**src/rtl/spec_status_pkg.sv**
```systemverilog
package spec_status_pkg;

  typedef enum logic [1:0] {
    MODE_NORMAL = 2'd0,
    MODE_AHEAD  = 2'd1,
    MODE_BEHIND = 2'd2
  } spec_mode_e;

  // Events after mode qualification and priority resolution
  typedef struct packed {
    logic start;
    logic wake;
    logic fold_cur;
    logic fold_all;
    logic fail;
  } spec_evt_t;

endpackage

```
**src/rtl/spec_mode_fsm.sv**
```systemverilog
module spec_mode_fsm
  import spec_status_pkg::*;
(
  input  logic       clk,
  input  logic       rst_n,
  input  logic       start_i,
  input  logic       wake_i,
  input  logic       q_cur_empty_i,
  input  logic       q_all_empty_i,
  input  logic       fail_i,
  output spec_mode_e mode_o,
  output spec_evt_t  evt_o,
  output logic       restore_o
);

  spec_mode_e mode_q, mode_d;
  logic       restore_q;

  // Failure outranks everything; queue-empty and wake only count in their modes
  always_comb begin
    evt_o.fail     = fail_i && (mode_q != MODE_NORMAL);
    evt_o.start    = start_i && (mode_q == MODE_NORMAL);
    evt_o.wake     = !evt_o.fail && wake_i && (mode_q == MODE_AHEAD);
    evt_o.fold_all = !evt_o.fail && q_all_empty_i && (mode_q == MODE_BEHIND);
    evt_o.fold_cur = !evt_o.fail && q_cur_empty_i && !q_all_empty_i
                     && (mode_q == MODE_BEHIND);
  end

  always_comb begin
    mode_d = mode_q;
    if (evt_o.fail)          mode_d = MODE_NORMAL;
    else if (evt_o.start)    mode_d = MODE_AHEAD;
    else if (evt_o.wake)     mode_d = MODE_BEHIND;
    else if (evt_o.fold_all) mode_d = MODE_NORMAL;
    else if (evt_o.fold_cur) mode_d = MODE_AHEAD;
  end

  always_ff @(posedge clk or negedge rst_n) begin
    if (!rst_n) begin
      mode_q    <= MODE_NORMAL;
      restore_q <= 1'b0;
    end else begin
      mode_q    <= mode_d;
      restore_q <= evt_o.fail;
    end
  end

  assign mode_o    = mode_q;
  assign restore_o = restore_q;

endmodule

```
**src/rtl/spec_vec_bank.sv**
```systemverilog
module spec_vec_bank
  import spec_status_pkg::*;
#(
  parameter int NREGS = 32,
  localparam int IW = (NREGS > 1) ? $clog2(NREGS) : 1
) (
  input  logic             clk,
  input  logic             rst_n,
  input  spec_mode_e       mode_i,
  input  spec_evt_t        evt_i,
  input  logic             ahd_wr_en_i,
  input  logic [IW-1:0]    ahd_wr_idx_i,
  input  logic             ahd_wr_nt_i,
  input  logic             bhd_wr_en_i,
  input  logic [IW-1:0]    bhd_wr_idx_i,
  output logic [NREGS-1:0] nt_o,
  output logic [NREGS-1:0] snt_o,
  output logic [NREGS-1:0] wr_o,
  output logic [NREGS-1:0] waw_o
);

  logic [NREGS-1:0] nt_q, snt_q, wr_q, waw_q;
  logic             ahd_ok, bhd_ok, clear_all, fold;

  assign ahd_ok    = ahd_wr_en_i && (mode_i != MODE_NORMAL);
  assign bhd_ok    = bhd_wr_en_i && (mode_i == MODE_BEHIND);
  assign clear_all = evt_i.fail || evt_i.start;
  assign fold      = evt_i.fold_cur || evt_i.fold_all;

  for (genvar i = 0; i < NREGS; i++) begin : g_reg
    logic nt_upd, bhd_hit;

    assign nt_upd  = (ahd_ok && (ahd_wr_idx_i == IW'(i))) ? ahd_wr_nt_i : nt_q[i];
    assign bhd_hit = bhd_ok && (bhd_wr_idx_i == IW'(i));

    always_ff @(posedge clk or negedge rst_n) begin
      if (!rst_n) begin
        nt_q[i]  <= 1'b0;
        snt_q[i] <= 1'b0;
        wr_q[i]  <= 1'b0;
        waw_q[i] <= 1'b0;
      end else if (clear_all) begin
        nt_q[i]  <= 1'b0;
        snt_q[i] <= 1'b0;
        wr_q[i]  <= 1'b0;
        waw_q[i] <= 1'b0;
      end else if (fold) begin
        nt_q[i]  <= snt_q[i] & wr_q[i];
        snt_q[i] <= 1'b0;
        wr_q[i]  <= 1'b0;
        waw_q[i] <= 1'b0;
      end else if (evt_i.wake) begin
        nt_q[i]  <= nt_upd;
        snt_q[i] <= nt_upd;
        wr_q[i]  <= 1'b0;
        waw_q[i] <= 1'b0;
      end else begin
        nt_q[i] <= nt_upd;
        if (mode_i == MODE_BEHIND) begin
          wr_q[i]  <= wr_q[i] | bhd_hit;
          waw_q[i] <= waw_q[i] | (nt_upd ^ snt_q[i]);
        end
      end
    end
  end

  assign nt_o  = nt_q;
  assign snt_o = snt_q;
  assign wr_o  = wr_q;
  assign waw_o = waw_q;

endmodule

```
**src/rtl/spec_status_core.sv**
```systemverilog
module spec_status_core
  import spec_status_pkg::*;
#(
  parameter int NREGS = 32,
  localparam int IW = (NREGS > 1) ? $clog2(NREGS) : 1
) (
  input  logic             clk,
  input  logic             rst_n,
  input  logic             start_i,
  input  logic             wake_i,
  input  logic             ahd_wr_en_i,
  input  logic [IW-1:0]    ahd_wr_idx_i,
  input  logic             ahd_wr_nt_i,
  input  logic             bhd_wr_en_i,
  input  logic [IW-1:0]    bhd_wr_idx_i,
  input  logic             q_cur_empty_i,
  input  logic             q_all_empty_i,
  input  logic             fail_i,
  output logic [1:0]       mode_o,
  output logic [NREGS-1:0] nt_o,
  output logic [NREGS-1:0] snt_o,
  output logic [NREGS-1:0] wr_o,
  output logic [NREGS-1:0] waw_o,
  output logic [NREGS-1:0] commit_o,
  output logic             restore_o
);

  spec_mode_e mode;
  spec_evt_t  evt;

  spec_mode_fsm u_fsm (
    .clk           (clk),
    .rst_n         (rst_n),
    .start_i       (start_i),
    .wake_i        (wake_i),
    .q_cur_empty_i (q_cur_empty_i),
    .q_all_empty_i (q_all_empty_i),
    .fail_i        (fail_i),
    .mode_o        (mode),
    .evt_o         (evt),
    .restore_o     (restore_o)
  );

  spec_vec_bank #(.NREGS(NREGS)) u_bank (
    .clk          (clk),
    .rst_n        (rst_n),
    .mode_i       (mode),
    .evt_i        (evt),
    .ahd_wr_en_i  (ahd_wr_en_i),
    .ahd_wr_idx_i (ahd_wr_idx_i),
    .ahd_wr_nt_i  (ahd_wr_nt_i),
    .bhd_wr_en_i  (bhd_wr_en_i),
    .bhd_wr_idx_i (bhd_wr_idx_i),
    .nt_o         (nt_o),
    .snt_o        (snt_o),
    .wr_o         (wr_o),
    .waw_o        (waw_o)
  );

  assign mode_o   = mode;
  assign commit_o = (mode == MODE_BEHIND) ? (wr_o & ~waw_o) : '0;

  AST_MERGE_FOLD: assert property (@(posedge clk) disable iff (!rst_n)
    (mode_o == 2'd2 && !fail_i && q_cur_empty_i && !q_all_empty_i)
    |=> (mode_o == 2'd1 && nt_o == $past(snt_o & wr_o) && snt_o == '0
         && wr_o == '0 && waw_o == '0));

  AST_JOIN_NORMAL: assert property (@(posedge clk) disable iff (!rst_n)
    (mode_o == 2'd2 && !fail_i && q_all_empty_i)
    |=> (mode_o == 2'd0 && nt_o == $past(snt_o & wr_o) && waw_o == '0));

  AST_FAIL_RESTORE: assert property (@(posedge clk) disable iff (!rst_n)
    (mode_o != 2'd0 && fail_i)
    |=> (mode_o == 2'd0 && restore_o && nt_o == '0 && snt_o == '0
         && wr_o == '0 && waw_o == '0));

  AST_WAKE_SNAPSHOT: assert property (@(posedge clk) disable iff (!rst_n)
    (mode_o == 2'd1 && wake_i && !fail_i && !ahd_wr_en_i)
    |=> (mode_o == 2'd2 && snt_o == $past(nt_o) && wr_o == '0));

  AST_WAW_STICKY: assert property (@(posedge clk) disable iff (!rst_n)
    (mode_o == 2'd2 && !fail_i && !q_cur_empty_i && !q_all_empty_i)
    |=> ((waw_o & $past(waw_o)) == $past(waw_o)));

endmodule

```
**config.mk**
```make
export PLATFORM = sky130hd
export DESIGN_NAME = spec_status_core
export DESIGN_NICKNAME = d
export VERILOG_FILES = /design/src/rtl/spec_status_pkg.sv /design/src/rtl/spec_mode_fsm.sv /design/src/rtl/spec_vec_bank.sv /design/src/rtl/spec_status_core.sv
export SDC_FILE = /design/constraint.sdc
export NUM_CORES = 1
export LEC_CHECK = 0
export ABC_AREA = 1
export BUFFER_PORTS_ARGS = -buffer_cell sky130_fd_sc_hd__buf_2
export CORE_ASPECT_RATIO = 0.7
export CORE_MARGIN = 2
export CORE_UTILIZATION = 53
export DETAILED_ROUTE_END_ITERATION = 7
export PLACE_DENSITY = 0.9
export SYNTH_ARGS = -nofsm -noshare
export SYNTH_HDL_FRONTEND = slang
export SYNTH_SLANG_ARGS = --single-unit
```
**constraint.sdc**
```tcl
create_clock -name clk -period 1.75 [get_ports clk]
set_clock_uncertainty 0.05 [all_clocks]
set_input_delay 0.35 -clock clk [delete_from_list [all_inputs] [get_ports clk]]
set_output_delay 0.35 -clock clk [all_outputs]
set_load 0.1 [all_outputs]
```
==> results.yml, run 1 <==
yosys:
  netlist_top_cells_area: "dfrtp_1 (50%), nand3_1 (14%), nand2_1 (8.8%), a21oi_1 (7.3%), inv_1 (6.1%)"
  synth_common_cells: "nand3_1 (189), nand2_1 (154), dfrtp_1 (131), inv_1 (106), nor2_1 (105)"
  seq_area_frac_synth: 0.499
  yosysWarnings: 0
  synth_edf_count: 0
  synth_cell_types: 19
  syn_nets: 890
  synth_top_area_cell: "dfrtp_1"
  synthesis.area_sq_um: 6570
  yosysTopAreaCellShare: 0.499
  synthCells: 870
  synth-seq-cells: 131
  yosysMostFrequentCell: "nand3_1"
  syn_avg_cell_area_sq_um: 7.56
  synthFlopType: "dfrtp_1"
  synth-async-reset-ratio: 1.00
die:
  fp.dieH_um: 97.2
  initial_utilization: 0.553
  rows: 33
  ioPinCount: 183
  die_x_um: 137
placed_design:
  dp.cells: 1211
  gp_congestion: 0.950
  portBuffers: 182
  dp_slack_ps: -577
  place_hpwl_um: 16200
  dpl-instance-area_sq_um: 8820
clocking:
  h-tree-depth: 4
  ctsResizeCount: 315
  cts.path.max_buffers: 2
  clock_sinks: 131
  cts_setup_buffers: 43
  cts_buffers: 17
  ctsHoldBuffers: 1
  clockRootBuffer: "clkbuf_16"
outcome:
  lastStage: "4_1_cts"
  error: "[ERROR DPL-0038] Utilization greater than 100%, impossible to legalize"
  outcome: "did not finish"
-- logic make-up after synthesis --
family | count (synthesis) | share of synthesized area
AND/OR/NAND/NOR | 459 | 0.304
buffers and inverters | 149 | 0.0900
flip-flops | 131 | 0.499
AO/OA/AOI/OAI | 131 | 0.107
-- stage by stage --
stage / TNS (ps) / util
2_1_floorplan: -10790 / -
3_3_place_gp: -45760 / 0.742
3_5_place_dp: -45250 / 0.742
==> inputs of run 2 (changes only) <==
--- a/config.mk
+++ b/config.mk
@@ -7,11 +7,10 @@
 export LEC_CHECK = 0
 export ABC_AREA = 1
 export BUFFER_PORTS_ARGS = -buffer_cell sky130_fd_sc_hd__buf_2
-export CORE_ASPECT_RATIO = 0.7
 export CORE_MARGIN = 2
-export CORE_UTILIZATION = 53
+export CORE_UTILIZATION = 40
 export DETAILED_ROUTE_END_ITERATION = 7
-export PLACE_DENSITY = 0.9
+export PLACE_DENSITY_LB_ADDON = 0.15
 export SYNTH_ARGS = -nofsm -noshare
 export SYNTH_HDL_FRONTEND = slang
 export SYNTH_SLANG_ARGS = --single-unit
==> results.yml, run 2 <==
cells_and_area:
  final_cells: 1359
  fillers: 1156
  fin_nets: 1148
  layout_common_cells: "buf_2 (147), nand2_1 (113), inv_1 (104)"
  fin_area_sq_um: 11500
  drive_above_1_share: 0.549
  utilization: 0.720
  final_common_cell: "buf_2"
  syn2layout_area_growth_pct: 75.2
die:
  rows: 46
  die_area_sq_um: 17500
  initial_utilization: 0.411
  ioPinCount: 183
  fp.dieH_um: 132
  die_x_um: 132
  fp.coreArea_sq_um: 16000
detailed_routing:
  wl_per_cell_um: 20.6
  route.vias.total: 7642
  totalWireLength_um: 28000
  dr.pass1.iters: 5
  post-route-drc-count: 0
  routed_via_density: 5.62
  ant_nets: 0
  drtIter0Drc: 809
sta:
  finalSetupViolCount: 166
  max_freq_mhz: 493
  finalMaxSlewViolations: 0
  timing.final.ws_setup_ps: -278
  fin_crit_sh: 1.16
  relSlewSlack: 0.638
  hold_viol_final: 0
  min_period_ps: 2030
  rsz0062_at_grt: "yes"
  worstMarginPinSlew_ps: 543
power:
  p_leak_nw: 4.90
  ir_drop_mv: 0.956
  cellPowerDensity_nw_per_um2: 1310
yosys:
  syn_avg_cell_area_sq_um: 7.56
  syn_nets: 890
  synth-async-reset-ratio: 1.00
  synthCells: 870
  synth_common_cells: "nand3_1 (189), nand2_1 (154), dfrtp_1 (131), inv_1 (106), nor2_1 (105)"
  seq_area_frac_synth: 0.499
  yosysMostFrequentCell: "nand3_1"
  synthesis.area_sq_um: 6570
  netlist_top_cells_area: "dfrtp_1 (50%), nand3_1 (14%), nand2_1 (8.8%), a21oi_1 (7.3%), inv_1 (6.1%)"
  synth-seq-cells: 131
  synth_edf_count: 0
  synth_top_area_cell: "dfrtp_1"
  yosysWarnings: 0
  synthFlopType: "dfrtp_1"
  yosysTopAreaCellShare: 0.499
  synth_cell_types: 19
clocking:
  cts_buffers: 17
  path_clk_slew_ps: 60
  clk_latency_ps: 420
  cts.path.max_buffers: 2
  h-tree-depth: 4
  clock_sinks: 131
  clockRootBuffer: "clkbuf_16"
  cts_tree: "built"
critical_path:
  r2r-end: "u_bank.snt_o[11]"
  required_ps: 2030
  start_kind: "register"
  r2r_cells: 11
  crit_path_end_kind: "register"
  r2r-start: "u_fsm.mode_o[0]"
  path_class: "register to register"
  path_max_fanout: 8
  arrival_ps: 2310
  r2r_setup_slack_ps: -280
global_route:
  antenna_found_initial: 1
  grt_usage: 0.278
  grt_pass1_wl_um: 37900
  grt_pass1_vias: 6860
  overflow: 0
  grt_max_degree: 46
placed_design:
  portBuffers: 182
  dpl-instance-area_sq_um: 9010
  gp_congestion: 0.942
  place_hpwl_um: 16500
  dp.cells: 1282
flow_run:
  cap_violations: 0
outcome:
  outcome: "finished, violations left"
  violations: "setup timing"
min_path:
  holdCritPathClass: "input pin to asynchronous set/reset pin"
[run 2: cell families (layout without fill, tap and decap cells)]
family                 count (synthesis)  in the layout  share of synthesized area
DFF                                  131            131                      0.499
AOI/OAI and AO/OA                    131            131                      0.107
and+or+nand+nor                      459            459                      0.304
buffers and inverters                149            420                     0.0900
other                                  0              2                          0
[run 2: worst max-delay path, stage by stage (launching register included)]
cell,delay [ps]
dfrtp_4,480
buf_4,140
buf_6,110
nor2_4,150
buf_6,130
nand2_4,50
nand2_4,80
nor2_4,60
nand2_8,150
nand3_4,160
clkbuf_16,210
o22ai_1,160
[run 2: worst max-delay path by stage]
stage / start / cells past startpoint / endpoint / slack, ps
final: u_fsm.mode_o[0] / 11 / u_bank.snt_o[11] / -280
after global routing: u_fsm.mode_o[0] / 5 / commit_o[27] / -320
after CTS: u_fsm.mode_o[0] / 5 / commit_o[21] / -260
after detailed placement: ahd_wr_idx_i[4] / 8 / u_bank.waw_o[20] / -90
after global placement: ahd_wr_idx_i[4] / 8 / u_bank.waw_o[20] / -70
after floorplan: u_fsm.mode_o[0] / 4 / commit_o[10] / -160
[run 2: stage by stage]
stage / worst slack [ps] / TNS, ps / hold WS, ps / power, W
finish: -278 / -32060 / 343 / 0.0151
global route: -319 / -40660 / 365 / 0.0154
CTS: -256 / -20080 / 304 / 0.0128
detailed placement: -87.9 / -1650 / 215 / 0.00844
global placement: -66.0 / -601 / 219 / 0.00842
floorplan: -156 / -10790 / 4.41 / 0.00685
[run 2: final cells by class]
type | instances | area, sq um | share of cell area
flip-flops and latches | 131 | 3370 | 0.293
multi-input cells | 590 | 4070 | 0.353
clock buffers | 29 | 541 | 0.0469
repair buffers | 279 | 2810 | 0.244
diodes | 2 | 5.00 | 0.000434
well taps | 216 | 270 | 0.0235
clock inverters | 3 | 42.5 | 0.00369
inverters | 109 | 414 | 0.0360
[run 2: what timing repair did]
action | 4_1_cts | 5_1_grt
resized for setup | 36 | 247
hold buffers | 1 | 0
gates cloned | 4 | 15
setup endpoints to repair | 129 | 164
endpoints found under the hold margin | 29 | 0
setup buffers | 10 | 15
pin swaps | 1 | 40
[run 2: report_power, final]
group          switching, W  leakage [nW]  total (W)  internal [W]
clock network       0.00132         0.284    0.00354       0.00222
registers          0.000170          1.71    0.00343       0.00326
logic               0.00523          2.91    0.00809       0.00286
[run 2: routing by layer]
layer	global-route usage	wire, um
met5	0	0
met3	0.0727	2590
met4	0.0908	808
met1	0.378	11400
met2	0.435	13300
Power figures use the tool's default switching activity.
==> inputs of run 3 (changes only) <==
--- a/config.mk
+++ b/config.mk
@@ -11,6 +11,7 @@
 export CORE_UTILIZATION = 40
 export DETAILED_ROUTE_END_ITERATION = 7
 export PLACE_DENSITY_LB_ADDON = 0.15
+export SKIP_LAST_GASP = 1
 export SYNTH_ARGS = -nofsm -noshare
 export SYNTH_HDL_FRONTEND = slang
 export SYNTH_SLANG_ARGS = --single-unit
==> results.yml, run 3 (synthesis gave the netlist of run 2 again) <==
outcome:
  outcome: "finished, violations left"
  violations: "setup timing"
power:
  switching_share: 0.436
  internal_power_w: 0.00734
  p_leak_nw: 4.62
  pwr-share-seq: 0.263
  cellPowerDensity_nw_per_um2: 1290
  clkPwrFrac: 0.270
  pwr-share-comb: 0.467
  p_sw_w: 0.00567
  ir_drop_mv: 0.867
  power_w: 0.0130
detailed_routing:
  dr.pass1.iters: 6
  totalWireLength_um: 24700
  drtIter0Drc: 635
  routed_via_density: 5.45
  ant_nets: 0
  wl_per_cell_um: 18.5
  route.vias.total: 7275
  post-route-drc-count: 0
global_route:
  grt_max_degree: 46
  grt_pass1_vias: 6868
  grt_usage: 0.277
  overflow: 0
  antenna_found_initial: 1
  grt_pass1_wl_um: 37800
placed_design:
  gp_congestion: 0.942
  place_hpwl_um: 16500
  portBuffers: 182
  dpl-instance-area_sq_um: 9010
critical_path:
  path_class: "register to register"
  start_kind: "register"
  arrival_ps: 2270
  required_ps: 1980
  crit_path_end_kind: "register"
  path_max_fanout: 14
  r2r_cells: 11
min_path:
  hold_depth: 3
  holdCritPathClass: "input pin to register"
sta:
  rsz0062_at_grt: "yes"
  hold_viol_final: 0
  finalMaxSlewViolations: 0
  hold-worst-slack_ps: 328
  min_period_ps: 2040
  worstMarginPinSlew_ps: 515
  max_freq_mhz: 490
  timing.final.ws_setup_ps: -291
  fin_crit_sh: 1.17
  finalSetupViolCount: 164
  relSlewSlack: 0.659
cells_and_area:
  layout_common_cells: "nand3_1 (174), nand2_1 (150), buf_2 (147)"
  syn2layout_area_growth_pct: 53.7
  drive_above_1_share: 0.373
  fin_area_sq_um: 10100
  fin_nets: 1124
  final_common_cell: "nand3_1"
die:
  fp.dieH_um: 132
  ioPinCount: 183
  initial_utilization: 0.411
  rows: 46
  die_x_um: 132
  fp.coreArea_sq_um: 16000
  die_area_sq_um: 17500
clocking:
  cts_buffers: 17
  clk_latency_ps: 420
  h-tree-depth: 4
  cts_tree: "built"
  cts.path.max_buffers: 2
  clockRootBuffer: "clkbuf_16"
  path_clk_slew_ps: 60
  clock_sinks: 131
flow_run:
  cap_violations: 0
==> run 3: cell count changes in the layout (fill, tap and decap cells not counted), sizes merged <==
cell    change
diode       -1
buf        -13
clkbuf     -11
==> run 3: per-stage QoR <==
stage                     setup TNS, ps  setup slack (ps)   util  instances
after floorplan                  -10790              -156      -        870
after global placement             -601             -66.0  0.563       1282
after detailed placement          -1650             -87.9  0.563       1282
after CTS                        -20130              -256  0.621       1329
after global routing             -43870              -348  0.631       1334
final                            -33010              -291  0.631       1334
==> run 3: what timing repair did <==
item,4_1_cts,5_1_grt
gates resized for setup,33,21
endpoints found under the hold margin,29,0
endpoints found under the setup margin,129,164
setup buffers,10,2
hold buffers,1,0
gates cloned,4,2
pin swaps,1,3
==> run 3: critical path, cell delays in order, from the launching register on <==
cell,delay [ps]
dfrtp_4,490
inv_4,90
nand2_8,110
buf_6,160
nor3_4,130
nor2_1,70
buf_4,170
nor2_4,170
inv_4,100
buf_12,160
nand3_1,100
a21oi_1,80
==> run 3: layout make-up <==
type | instances | area (sq um)
multi-input cells | 590 | 3140
clock inverters | 3 | 42.5
clock buffers | 29 | 541
well taps | 216 | 270
flip-flops and latches | 131 | 3370
inverters | 109 | 414
diodes | 1 | 2.50
fillers | 1404 | 5900
repair buffers | 255 | 2330
==> run 3: final timing paths <==
| path | end | startpoint | slack (ps) |
|---|---|---|---|
| setup / recovery | u_bank.nt_o[0] | u_fsm.mode_o[0] | -290 |
| hold / removal | u_fsm.mode_o[1] | fail_i | 330 |
| setup reg to reg | u_bank.nt_o[0] | u_fsm.mode_o[0] | -290 |
| hold reg to reg | u_bank.waw_o[30] | u_bank.waw_o[30] | 500 |
| max in group asynchronous | u_bank.waw_o[20] | rst_n | 710 |
| min in group asynchronous | u_bank.snt_o[31] | rst_n | 340 |
==> run 3: per-layer routing <==
metal  wire length [um]  GRT usage  share of wire  vias to the layer above
li1                   -          -              -                     3343
met5                  0          0              0                        -
met1              10300      0.374           0.42                     3496
met3               2310     0.0750          0.094                       56
met2              11500      0.433           0.46                      380
met4                612     0.0932          0.025                        0
==> run 3: power groups by stage <==
stage | logic [W] | registers (W) | clock network (W)
2_1_floorplan | 0.00191 | 0.00493 | 0
3_3_place_gp | 0.00494 | 0.00347 | 0
3_5_place_dp | 0.00496 | 0.00348 | 0
4_1_cts | 0.00583 | 0.00341 | 0.00354
5_1_grt | 0.00632 | 0.00345 | 0.00370
6_report | 0.00607 | 0.00342 | 0.00351
